## config.mk

```make
export PLATFORM = sky130hd
export DESIGN_NAME = uart_loop_router
export DESIGN_NICKNAME = d
export VERILOG_FILES = /design/src/rtl/uart_lbk_pkg.sv /design/src/rtl/lbk_reclock.sv /design/src/rtl/lbk_hold_ctl.sv /design/src/rtl/lbk_route.sv /design/src/rtl/uart_loop_router.sv
export SDC_FILE = /design/constraint.sdc
export NUM_CORES = 1
export LEC_CHECK = 0
export BUFFER_PORTS_ARGS = -buffer_cell sky130_fd_sc_hd__buf_4
export CAP_MARGIN = 20
export CORE_AREA = 2 2 39 41
export DETAILED_ROUTE_END_ITERATION = 10
export DIE_AREA = 0 0 41 43
export MAX_ROUTING_LAYER = met4
export PLACE_DENSITY_LB_ADDON = 0.12
export SYNTH_ARGS = -nofsm -noshare
export SYNTH_HDL_FRONTEND = slang
export SYNTH_SLANG_ARGS = --single-unit
```

## constraint.sdc

```tcl
create_clock -name clk -period 2.2 [get_ports clk]
set_input_delay 0.22 -clock clk [delete_from_list [all_inputs] [get_ports clk]]
set_output_delay 0.22 -clock clk [all_outputs]
set_load 0.1 [all_outputs]
```

## src/rtl/uart_lbk_pkg.sv

```systemverilog
// Package: shared mode type and the helper that tells echoing modes apart.
package uart_lbk_pkg;

    typedef enum logic [1:0] {
        MODE_NORMAL = 2'b00,
        MODE_ECHO   = 2'b01,
        MODE_LOCAL  = 2'b10,
        MODE_REMOTE = 2'b11
    } lbk_mode_e;

    // True for the two modes that send received data back out on TxD.
    function automatic logic is_relay(input lbk_mode_e m);
        return (m == MODE_ECHO) || (m == MODE_REMOTE);
    endfunction

endpackage

```

## src/rtl/lbk_reclock.sv

```systemverilog
// Module: lbk_reclock
// Captures the RxD pin on every receiver bit-sample strobe so that echoed
// data leaves from a register. Assumes the strobe is one system-clock wide
// and that RxD is already synchronised into the clk domain.
module lbk_reclock (
    input  logic clk,
    input  logic rst_n,
    input  logic samp_stb,
    input  logic rxd,
    output logic echo_bit
);

    // Echo register: idle-high after reset, loads RxD on each sample strobe.
    always_ff @(posedge clk) begin
        if (!rst_n)
            echo_bit <= 1'b1;
        else if (samp_stb)
            echo_bit <= rxd;
    end

    // the register leaves reset at line idle.
    assert_reset_idle_R10: assert property (@(posedge clk)
        !$past(rst_n) && rst_n |-> echo_bit);

endmodule

```

## src/rtl/lbk_hold_ctl.sv

```systemverilog
// Module: lbk_hold_ctl
// Decides whether the transmit side is in an echoing routing. Follows the
// mode field at once, except that leaving an echoing mode while a sampled
// stop bit is still being retransmitted (and the transmitter is enabled)
// keeps the echo routing until stop_len receive baud ticks have passed.
// Assumes stop_len is stable while a stop bit is pending.
module lbk_hold_ctl
    import uart_lbk_pkg::*;
#(
    parameter int STOP_W = 2
) (
    input  logic              clk,
    input  logic              rst_n,
    input  lbk_mode_e         mode_sel,
    input  logic              tx_enable,
    input  logic              stop_stb,
    input  logic              baud_tick,
    input  logic [STOP_W-1:0] stop_len,
    output logic              relay_tx
);

    localparam logic [STOP_W-1:0] ONE = STOP_W'(1);

    lbk_mode_e         mode_q;
    logic [STOP_W-1:0] cnt_q, cnt_nxt;
    logic              hold_q, hold_now, leave_now, load;

    // Departure from an echoing mode while stop time remains.
    always_comb begin
        leave_now = is_relay(mode_q) && !is_relay(mode_sel)
                    && (cnt_q != '0) && tx_enable;
        hold_now  = hold_q || leave_now;
        relay_tx  = is_relay(mode_sel) || hold_now;
        load      = stop_stb && relay_tx;
    end

    // Next value of the remaining stop time counter.
    always_comb begin
        if (load)
            cnt_nxt = (stop_len == '0) ? ONE : stop_len;
        else if (baud_tick && (cnt_q != '0))
            cnt_nxt = cnt_q - ONE;
        else
            cnt_nxt = cnt_q;
    end

    // State: previous mode, stop time left, and the hold flag.
    always_ff @(posedge clk) begin
        if (!rst_n) begin
            mode_q <= MODE_NORMAL;
            cnt_q  <= '0;
            hold_q <= 1'b0;
        end else begin
            mode_q <= mode_sel;
            cnt_q  <= cnt_nxt;
            hold_q <= hold_now && (cnt_nxt != '0) && !is_relay(mode_sel);
        end
    end

    // a hold only exists while stop time remains.
    assert_hold_has_time_R8: assert property (@(posedge clk) disable iff (!rst_n)
        hold_q |-> (cnt_q != '0));

    // stop time falls by one per receive baud tick.
    assert_stop_countdown_R8: assert property (@(posedge clk) disable iff (!rst_n)
        (cnt_q != '0) && baud_tick && !load |=> cnt_q == $past(cnt_q) - ONE);

    // without an enabled transmitter no hold is ever entered.
    assert_no_hold_disabled_R9: assert property (@(posedge clk) disable iff (!rst_n)
        !tx_enable && !hold_q |=> !hold_q);

endmodule

```

## src/rtl/lbk_route.sv

```systemverilog
// Module: lbk_route
// Combinational steering of serial data, baud strobes and CPU-side gating.
// The transmit side follows relay_tx (which may lag the mode field during
// a stop-bit hold); the receive side follows the mode field directly.
module lbk_route
    import uart_lbk_pkg::*;
(
    input  lbk_mode_e mode_sel,
    input  logic      relay_tx,
    input  logic      echo_bit,
    input  logic      tx_serial,
    input  logic      rxd_pin,
    input  logic      rx_baud_tick,
    input  logic      tx_baud_tick,
    output logic      txd_pin,
    output logic      rx_serial_in,
    output logic      rx_clk_en,
    output logic      tx_clk_en,
    output logic      tx_stat_en,
    output logic      tx_cpu_en,
    output logic      rx_cpu_en,
    output logic      rx_err_en,
    output logic      rx_chk_en
);

    logic local_lb, remote_lb;

    // Transmit side: pin source, pacing strobe and CPU visibility.
    always_comb begin
        local_lb = (mode_sel == MODE_LOCAL);
        if (relay_tx)
            txd_pin = echo_bit;
        else if (local_lb)
            txd_pin = 1'b1;
        else
            txd_pin = tx_serial;
        tx_clk_en  = relay_tx ? rx_baud_tick : tx_baud_tick;
        tx_stat_en = !relay_tx;
        tx_cpu_en  = !relay_tx;
    end

    // Receive side: input source, pacing strobe and CPU delivery.
    always_comb begin
        remote_lb    = (mode_sel == MODE_REMOTE);
        rx_serial_in = local_lb ? tx_serial : rxd_pin;
        rx_clk_en    = local_lb ? tx_baud_tick : rx_baud_tick;
        rx_cpu_en    = !remote_lb;
        rx_err_en    = !remote_lb;
        rx_chk_en    = !remote_lb;
    end

endmodule

```

## src/rtl/uart_loop_router.sv

```systemverilog
// Module: uart_loop_router
// Top of the loopback mode router for one UART channel. Assumes all
// inputs are synchronous to clk and every strobe is one cycle wide.
module uart_loop_router
    import uart_lbk_pkg::*;
#(
    parameter int STOP_W = 2
) (
    input  logic              clk,
    input  logic              rst_n,
    input  logic [1:0]        mode_sel,
    input  logic              tx_enable,
    input  logic [STOP_W-1:0] stop_len,
    input  logic              rxd_pin,
    input  logic              tx_serial,
    input  logic              rx_samp_stb,
    input  logic              rx_stop_stb,
    input  logic              rx_baud_tick,
    input  logic              tx_baud_tick,
    output logic              txd_pin,
    output logic              rx_serial_in,
    output logic              rx_clk_en,
    output logic              tx_clk_en,
    output logic              tx_stat_en,
    output logic              tx_cpu_en,
    output logic              rx_cpu_en,
    output logic              rx_err_en,
    output logic              rx_chk_en
);

    lbk_mode_e mode_e;
    logic      echo_bit;
    logic      relay_tx;

    assign mode_e = lbk_mode_e'(mode_sel);

    lbk_reclock u_reclock (
        .clk      (clk),
        .rst_n    (rst_n),
        .samp_stb (rx_samp_stb),
        .rxd      (rxd_pin),
        .echo_bit (echo_bit)
    );

    lbk_hold_ctl #(.STOP_W(STOP_W)) u_hold (
        .clk       (clk),
        .rst_n     (rst_n),
        .mode_sel  (mode_e),
        .tx_enable (tx_enable),
        .stop_stb  (rx_stop_stb),
        .baud_tick (rx_baud_tick),
        .stop_len  (stop_len),
        .relay_tx  (relay_tx)
    );

    lbk_route u_route (
        .mode_sel     (mode_e),
        .relay_tx     (relay_tx),
        .echo_bit     (echo_bit),
        .tx_serial    (tx_serial),
        .rxd_pin      (rxd_pin),
        .rx_baud_tick (rx_baud_tick),
        .tx_baud_tick (tx_baud_tick),
        .txd_pin      (txd_pin),
        .rx_serial_in (rx_serial_in),
        .rx_clk_en    (rx_clk_en),
        .tx_clk_en    (tx_clk_en),
        .tx_stat_en   (tx_stat_en),
        .tx_cpu_en    (tx_cpu_en),
        .rx_cpu_en    (rx_cpu_en),
        .rx_err_en    (rx_err_en),
        .rx_chk_en    (rx_chk_en)
    );

    // in an echoing mode TxD shows RxD from the last sample strobe.
    assert_echo_follows_R2: assert property (@(posedge clk) disable iff (!rst_n)
        $past(rst_n) && is_relay(mode_e) && $past(is_relay(mode_e))
        && $past(rx_samp_stb) |-> txd_pin == $past(rxd_pin));

    // between strobes an echoing TxD does not move.
    assert_echo_steady_R2: assert property (@(posedge clk) disable iff (!rst_n)
        $past(rst_n) && is_relay(mode_e) && $past(is_relay(mode_e))
        && !$past(rx_samp_stb) |-> $stable(txd_pin));

    // local loopback keeps the line idle and feeds the receiver locally.
    assert_local_loop_R4: assert property (@(posedge clk) disable iff (!rst_n)
        (mode_e == MODE_LOCAL) && !relay_tx |-> txd_pin && (rx_serial_in == tx_serial));

    // remote loopback delivers nothing and flags nothing to the CPU.
    assert_remote_quiet_R5: assert property (@(posedge clk) disable iff (!rst_n)
        (mode_e == MODE_REMOTE) |-> !rx_cpu_en && !rx_err_en && !tx_stat_en);

endmodule

```

* Yosys cells after proc, flatten, opt, wreduce, memory -nomap -nowiden
Index checks and enable logic that the tools add are counted.
** Storage, ports and cells
- Bits in registers :: 6
- Input bits :: 13
- Logic and storage cells :: 35
** Cells by class
- Add/sub/neg operators :: 1
- Equality and inequality tests :: 5
- Muxes and demuxes :: 8
- Reduce and logical (&&, ||, !) cells :: 17
** Operator list (count)
- logical AND 1 bit :: 7
- == test 2 bit, second input constant :: 3
- two-way mux 2 bit :: 3
- two-way mux 1 bit :: 5
- == test 2 x 1 -> 1 bit, second input constant :: 2
- logical OR 1 bit :: 4
- nonzero test 2 bit :: 2
- zero test 1 bit :: 3
- zero test 2 bit :: 1
- subtractor 2 x 1 -> 2 bit, second input constant :: 1

* Longest topological paths before layout
Gate-level depths: netlist (run 1).
- Depth in word-level cells :: 13
- Mapped depth :: 6
- Mapped depth without buffers :: 6

* Modules after synthesis
A second synthesis (run 1) with hierarchy kept.
** Second synthesis, totals
- Cell total of the unflattened synthesis :: 40
- Area, all modules :: 382.9 um^2
** By module, submodules not included
- lbk_hold_ctl :: times used 1, cells an instance 26, area an instance 247.7 um^2, sequential area each 80.1 um^2
- lbk_route :: times used 1, cells an instance 11, area an instance 101.3 um^2, sequential area each 0.0 um^2
- lbk_reclock :: times used 1, cells an instance 3, area an instance 33.8 um^2, sequential area each 20.0 um^2

* Least setup slack after synthesis (run 1)
OpenSTA, ideal clock, no wires.
- Kind :: reg2out
- From :: register u_hold.cnt_q[0]
- To :: output port txd_pin
- Arrival time :: 2446 ps
- Required time :: 1980 ps
- Setup slack :: -466 ps
- Stages on the path, launching flop included :: 6
- Path buffers :: 0
- Cell sequence :: dfxtp_1 -> inv_1 -> ha_1 -> and3b_2 -> or3_4 -> o21ai_1
** On the way
- Longest elaborated chain between the ends :: 6
** RTL lines
- from (decl) :: RTL line lbk_hold_ctl.sv:25 : logic [STOP_W-1:0] cnt_q, cnt_nxt;
- from (signal assigned) :: RTL line lbk_hold_ctl.sv:55 : cnt_q <= cnt_nxt;
- nonzero test 2 bit :: RTL line lbk_hold_ctl.sv:31 : && (cnt_q != '0) && tx_enable;
- logical AND 1 bit (2 in a row) :: RTL line lbk_hold_ctl.sv:31
- logical OR 1 bit :: RTL line lbk_hold_ctl.sv:32 : hold_now = hold_q || leave_now;
- logical OR 1 bit :: RTL line lbk_hold_ctl.sv:33 : relay_tx = is_relay(mode_sel) || hold_now;
- two-way mux 1 bit :: RTL line lbk_route.sv:31 : if (relay_tx)
- to (decl) :: RTL line uart_loop_router.sv:20 : output logic txd_pin,
Every way passes these cells.

* Worst setup path in the final report (run 1)
- From :: register u_hold.cnt_q[0]
- To :: output port tx_clk_en
** On the way
- Longest elaborated chain between the ends :: 6
** RTL lines
- nonzero test 2 bit :: RTL line lbk_hold_ctl.sv:31
- logical AND 1 bit (2 in a row) :: RTL line lbk_hold_ctl.sv:31
- logical OR 1 bit :: RTL line lbk_hold_ctl.sv:32
- logical OR 1 bit :: RTL line lbk_hold_ctl.sv:33
- two-way mux 1 bit :: RTL line lbk_route.sv:37 : tx_clk_en = relay_tx ? rx_baud_tick : tx_baud_tick;
- to (decl) :: RTL line uart_loop_router.sv:23 : output logic tx_clk_en,
Every way passes these cells.

==> results of run 1 <==
## through the flow
step	setup slack (ps)	std cells	utilization
4_1_cts	58.19	74	0.3861
6_report	115.9	74	0.3888
3_5_place_dp	317.3	70	0.3671
3_3_place_gp	325.0	70	0.3671
2_1_floorplan	38.16	36	-
5_1_grt	19.69	74	0.3888
## worst max path at each step
| stage | startpoint | to | slack (ps) | cells after the start |
|---|---|---|---|---|
| 2_1_floorplan | u_hold.cnt_q[0]$_SDFF_PN0_ | txd_pin | 40 | 5 |
| 3_3_place_gp | u_hold.cnt_q[0]$_SDFF_PN0_ | tx_clk_en | 320 | 6 |
| 3_5_place_dp | u_hold.cnt_q[0]$_SDFF_PN0_ | tx_clk_en | 320 | 6 |
| 4_1_cts | u_hold.cnt_q[0]$_SDFF_PN0_ | tx_clk_en | 60 | 6 |
| 5_1_grt | u_hold.cnt_q[0]$_SDFF_PN0_ | tx_clk_en | 20 | 6 |
| 6_report | u_hold.cnt_q[0]$_SDFF_PN0_ | tx_clk_en | 120 | 6 |
## repair_timing
item | 4_1_cts | 5_1_grt
hold endpoints to repair | 0 | 0
gates resized for setup | 0 | 1
endpoints found under the setup margin | 0 | 1
## state kept, by name, summed over array words and instances (netlist names)
signal / count
u_hold.hold_q: 1
u_reclock.echo_bit: 1
u_hold.mode_q: 1
u_hold.cnt_q: 2
## cells by family (layout without fill, tap and decap cells)
kind of cell    Yosys count  in the layout
buf+inv                   7             29
fa+ha+maj                 1              1
mux                       6              6
xor+xnor                  1              1
simple gates             12             12
flops                     5              5
compound gates            4              4
## Yosys cell counts
library cell and n:
xnor2_1 1, nor2b_1 3, nand2b_1 1, nand2_1 4, o31ai_4 1, o21ai_1 1, or3_4 1, o221a_1 1
and2_1 1, buf_4 3, and3b_2 1, mux2_4 1, nor2_1 1, mux2_2 2, o311a_1 1, inv_1 4
mux2i_1 3, ha_1 1, dfxtp_1 5
## critical path: stages (launching register included)
cell and delay [ps]:
dfxtp_1 290, inv_1 70, ha_1 150, and3b_2 240, or3_4 380, mux2_4 310
buf_6 180
## power breakdown
group	leakage [nW]	switching, mW	internal (mW)
Combinational	0.208	0.127	0.0601
Clock	0.0150	0.0359	0.0685
Sequential	0.0413	0.00221	0.0983
## layer usage
metal / GRT usage / wire, um
met1: 0.1165 / 292
met2: 0.1438 / 335
met3: 0.03141 / 97
met4: 0.08000 / 4
met5: - / 0
## cell type report
| type | instances | area (um2) | area share |
|---|---|---|---|
| sequential | 5 | 100.1 | 0.1860 |
| timing repair buffer | 21 | 161.4 | 0.3000 |
| tap | 16 | 20.02 | 0.03721 |
| multi-input combinational | 24 | 211.5 | 0.3930 |
| clock buffer | 4 | 26.28 | 0.04884 |
| inverter | 4 | 18.77 | 0.03488 |
==> impl_metrics.yaml, run 1 <==
timing:
  grt_setup_unrepaired: "false"
  worstMarginPinSlew_ps: 279.8
  timing.setup.tns_ps: 0
  report.final.setup_viol: 0
  timing.final.crit_period_ps: 2084
  finalMaxSlewViolations: 0
  min_period_over_period: 0.9473
  hold_ws_ps: 176.4
  hold_viol: 0
  slew_headroom: 0.8150
  fin_worst_skew_ps: 2.008
  max_freq_mhz: 479.8
hold_path:
  hold_path.class: "in2reg"
  hold_depth: 2
  hold_end: "u_reclock.echo_bit$_SDFFE_PN1P_"
  min_from: "rst_n"
cells_and_area:
  drive_above_1_share: 0.5517
  area_growth_pct: 55.80
  final_area_um2: 538.0
  nets: 73
  n_fill_cell: 148
  insertedDiodeCount: 0
  layout_commonest_cell: "buf_4"
  layout_common_cells: "buf_4, dfxtp_1, nand2_1"
clock_tree:
  clock_tree.root_cell: "clkbuf_4"
  htree_levels: 1
  cts_tree: "built"
  cts_hold_buf: 0
  clock-sinks: 5
  numCtsBuffers: 3
  clk_pin_slew_ps: 40
  clock_path_buffers: 2
  postCtsSetupRepairBufs: 0
  worstSkewPairLatency_ps: 240
setup_path:
  crit_fanout: 4
  rrSetupSlack_ps: 770
  end_kind: "primary output"
  crit_type: "reg2out"
  r2r_start: "u_hold.cnt_q[0]$_SDFF_PN0_"
  cp.required_ps: 1980
  r2r_cells: 6
  r2r-end: "u_hold.hold_q$_SDFF_PN0_"
  start_kind: "register"
  critPathArrivalTime_ps: 1860
synthesis:
  syn-num-nets: 50
  synth_top_area_cell: "dfxtp_1"
  syn_inst: 36
  synth.cell_area_um2: 345.3
  synth_top_family_by_area: "simple AND/OR/NAND/NOR gates"
  ys_ff_latch: 5
  synth_top_area_share: 0.2899
  muxShareOfSynthArea: 0.1957
  yosys-top-cells-area: "dfxtp_1, mux2i_1, buf_4"
  syn_avg_cell_area_um2: 9.593
  synth-simple-area-share: 0.2065
  synthAdderAreaFrac: 0.03623
  yosysSeqAreaShare: 0.2899
  synth_compound_area_frac: 0.1377
  synthXorXnorAreaFrac: 0.02536
  yosysWarnings: 0
  synth_cell_type_count: 19
global_routing:
  antenna_found_initial: 0
  grt_pass1_wl_um: 1152
  grt_max_degree: 7
  grt.overflow.total: 0
  grt_usage: 0.1031
  grt_pass1_vias: 300
flow_run:
  drv_cap: 0
placement:
  postPlaceCellArea_um2: 508.0
  io_buffers: 21
  hpwl_um: 634.9
  place_congestion: 0.7089
die:
  dieArea_um2: 1763
  start_util: 0.2495
  rows: 14
  die_y_um: 43
  core_um2: 1384
  io_pins: 22
  die_w_um: 41
routing:
  firstDrtPassIters: 2
  vias: 330
  via_per_inst: 4.459
  drtIter0Drc: 1
  wl_per_cell_um: 9.851
  remaining_drc_errors: 0
  routed_wl_um: 729
  postRouteAntennaNets: 0
power_and_ir_drop:
  finalPower_mw: 0.3923
  power_density_nw_per_um2: 729.2
  p_leak_nw: 0.2638
  peakVddDrop_mv: 0.2613
status:
  status: "finished, final reports clean"
Note: power is estimated with default switching activity, not from simulation.
==> inputs of run 2 (changes only) <==
--- a/config.mk
+++ b/config.mk
@@ -11,7 +11,6 @@
 export DETAILED_ROUTE_END_ITERATION = 10
 export DIE_AREA = 0 0 41 43
 export MAX_ROUTING_LAYER = met4
-export PLACE_DENSITY_LB_ADDON = 0.12
 export SYNTH_ARGS = -nofsm -noshare
 export SYNTH_HDL_FRONTEND = slang
 export SYNTH_SLANG_ARGS = --single-unit
==> impl_metrics.yaml, run 2 (synthesis gave the netlist of run 1 again) <==
power_and_ir_drop:
  clkPwrFrac: 0.264
  swShare: 0.4290
  peakVddDrop_mv: 0.1973
  combPwrFrac: 0.480
  p_seq_frac: 0.255
  intPower_mw: 0.2243
  power_density_nw_per_um2: 728.5
  netSwitchingPower_mw: 0.1685
  finalPower_mw: 0.3929
  p_leak_nw: 0.2665
setup_path:
  r2r_cells: 6
  critPathArrivalTime_ps: 1870
  cp.required_ps: 1980
  crit_start: "u_hold.cnt_q[0]$_SDFF_PN0_"
  r2r_start: "u_hold.cnt_q[0]$_SDFF_PN0_"
  end_kind: "primary output"
  start_kind: "register"
  crit_fanout: 4
  crit_type: "reg2out"
die:
  start_util: 0.2495
  dieArea_um2: 1763
  rows: 14
  die_y_um: 43
  io_pins: 22
  core_um2: 1384
  die_w_um: 41
global_routing:
  grt_usage: 0.1156
  grt_pass1_wl_um: 1235
  antenna_found_initial: 0
  grt_max_degree: 7
  grt_pass1_vias: 329
  grt.overflow.total: 0
flow_run:
  drv_cap: 0
routing:
  remaining_drc_errors: 0
  postRouteAntennaNets: 0
  vias: 325
  wl_met1_um: 283
  via_per_inst: 4.392
  topRoutingLayerUsed: "met3"
  routed_wl_um: 757
  met2_length_um: 379
  met3_length_um: 94
  wl_per_cell_um: 10.23
  drtIter0Drc: 1
  firstDrtPassIters: 2
placement:
  hpwl_um: 648
  io_buffers: 21
  place_congestion: 0.7042
timing:
  slew_headroom: 0.8140
  max_freq_mhz: 478.5
  grt_setup_unrepaired: "false"
  timing.final.crit_period_ps: 2090
  finalMaxSlewViolations: 0
  min_period_over_period: 0.9499
  worstMarginPinSlew_ps: 281.3
  report.final.setup_viol: 0
  hold_viol: 0
  fin_worst_skew_ps: 3.513
  timing.setup.tns_ps: 0
cells_and_area:
  drive_above_1_share: 0.5690
  n_fill_cell: 145
  ff_latch_area_um2: 100.1
  regMostFlops: "u_hold.cnt_q"
  multi_input_area_um2: 211.5
  largest_reg_flops: 2
  layout_common_cells: "buf_4, dfxtp_1, nand2_1"
  layout_commonest_cell: "buf_4"
  area_growth_pct: 56.16
  nets: 73
  insertedDiodeCount: 0
hold_path:
  hold_depth: 2
  min_from: "rst_n"
  hold_path.class: "in2reg"
clock_tree:
  clk_pin_slew_ps: 50
  clock_tree.root_cell: "clkbuf_4"
  numCtsBuffers: 3
  worstSkewPairLatency_ps: 240
  postCtsSetupRepairBufs: 0
  clock-sinks: 5
  htree_levels: 1
  clock_path_buffers: 2
  cts_tree: "built"
status:
  status: "finished, final reports clean"
==> run 2: cell count changes in the layout (fill, tap and decap cells not counted) <==
cell      before  now
clkbuf_1       1    0
clkinv_2       0    1
==> run 2: what timing repair did <==
action / 4_1_cts / 5_1_grt
hold buffers: 0 / 0
resized for setup: 0 / 1
setup endpoints to repair: 0 / 1
==> run 2: area by class of cell <==
| type | count | area share |
|---|---|---|
| Inverter | 4 | 0.03480 |
| Clock buffer | 3 | 0.04176 |
| Clock inverter | 1 | 0.009281 |
| Tap cell | 16 | 0.03712 |
| Sequential cell | 5 | 0.1856 |
| Timing Repair Buffer | 21 | 0.2993 |
| Multi-Input combinational cell | 24 | 0.3921 |
==> run 2: power groups by stage <==
stage | clock [mW] | sequential [mW] | combinational, mW
2_1_floorplan | 0 | 0.102 | 0.146
3_3_place_gp | 0 | 0.102 | 0.188
3_5_place_dp | 0 | 0.102 | 0.189
4_1_cts | 0.109 | 0.100 | 0.190
5_1_grt | 0.113 | 0.101 | 0.203
6_report | 0.104 | 0.100 | 0.189
==> run 2: worst paths after layout <==
path	slack, ps	endpoint
setup / recovery	110	tx_clk_en
setup reg to reg	770	u_hold.hold_q$_SDFF_PN0_
hold / removal	170	u_reclock.echo_bit$_SDFFE_PN1P_
hold reg to reg	480	u_reclock.echo_bit$_SDFFE_PN1P_
==> run 2: stage by stage <==
stage | cells | utilization | hold slack, ps | setup WS (ps) | area, um2
after floorplan | 36 | - | 281.9 | 38.16 | 352.8
after global placement | 70 | 0.3671 | 425.0 | 308.5 | 508.0
after detailed placement | 70 | 0.3671 | 425.7 | 313.6 | 508.0
after CTS | 74 | 0.3870 | 171.5 | 47.28 | 535.5
after global routing | 74 | 0.3897 | 191.7 | 36.03 | 539.3
final | 74 | 0.3897 | 173.8 | 110.3 | 539.3
==> run 2: critical path: stages (launching register included) <==
cell	delay, ps
dfxtp_1	290
inv_1	70
ha_1	160
and3b_2	240
or3_4	380
mux2_4	310
buf_6	180
==> run 2: layer usage <==
| layer | track usage | vias up |
|---|---|---|
| met4 | 0.1200 | 0 |
| met3 | 0.03141 | 0 |
| met2 | 0.1719 | 20 |
| met5 | - | - |
| li1 | - | 162 |
| met1 | 0.1071 | 143 |
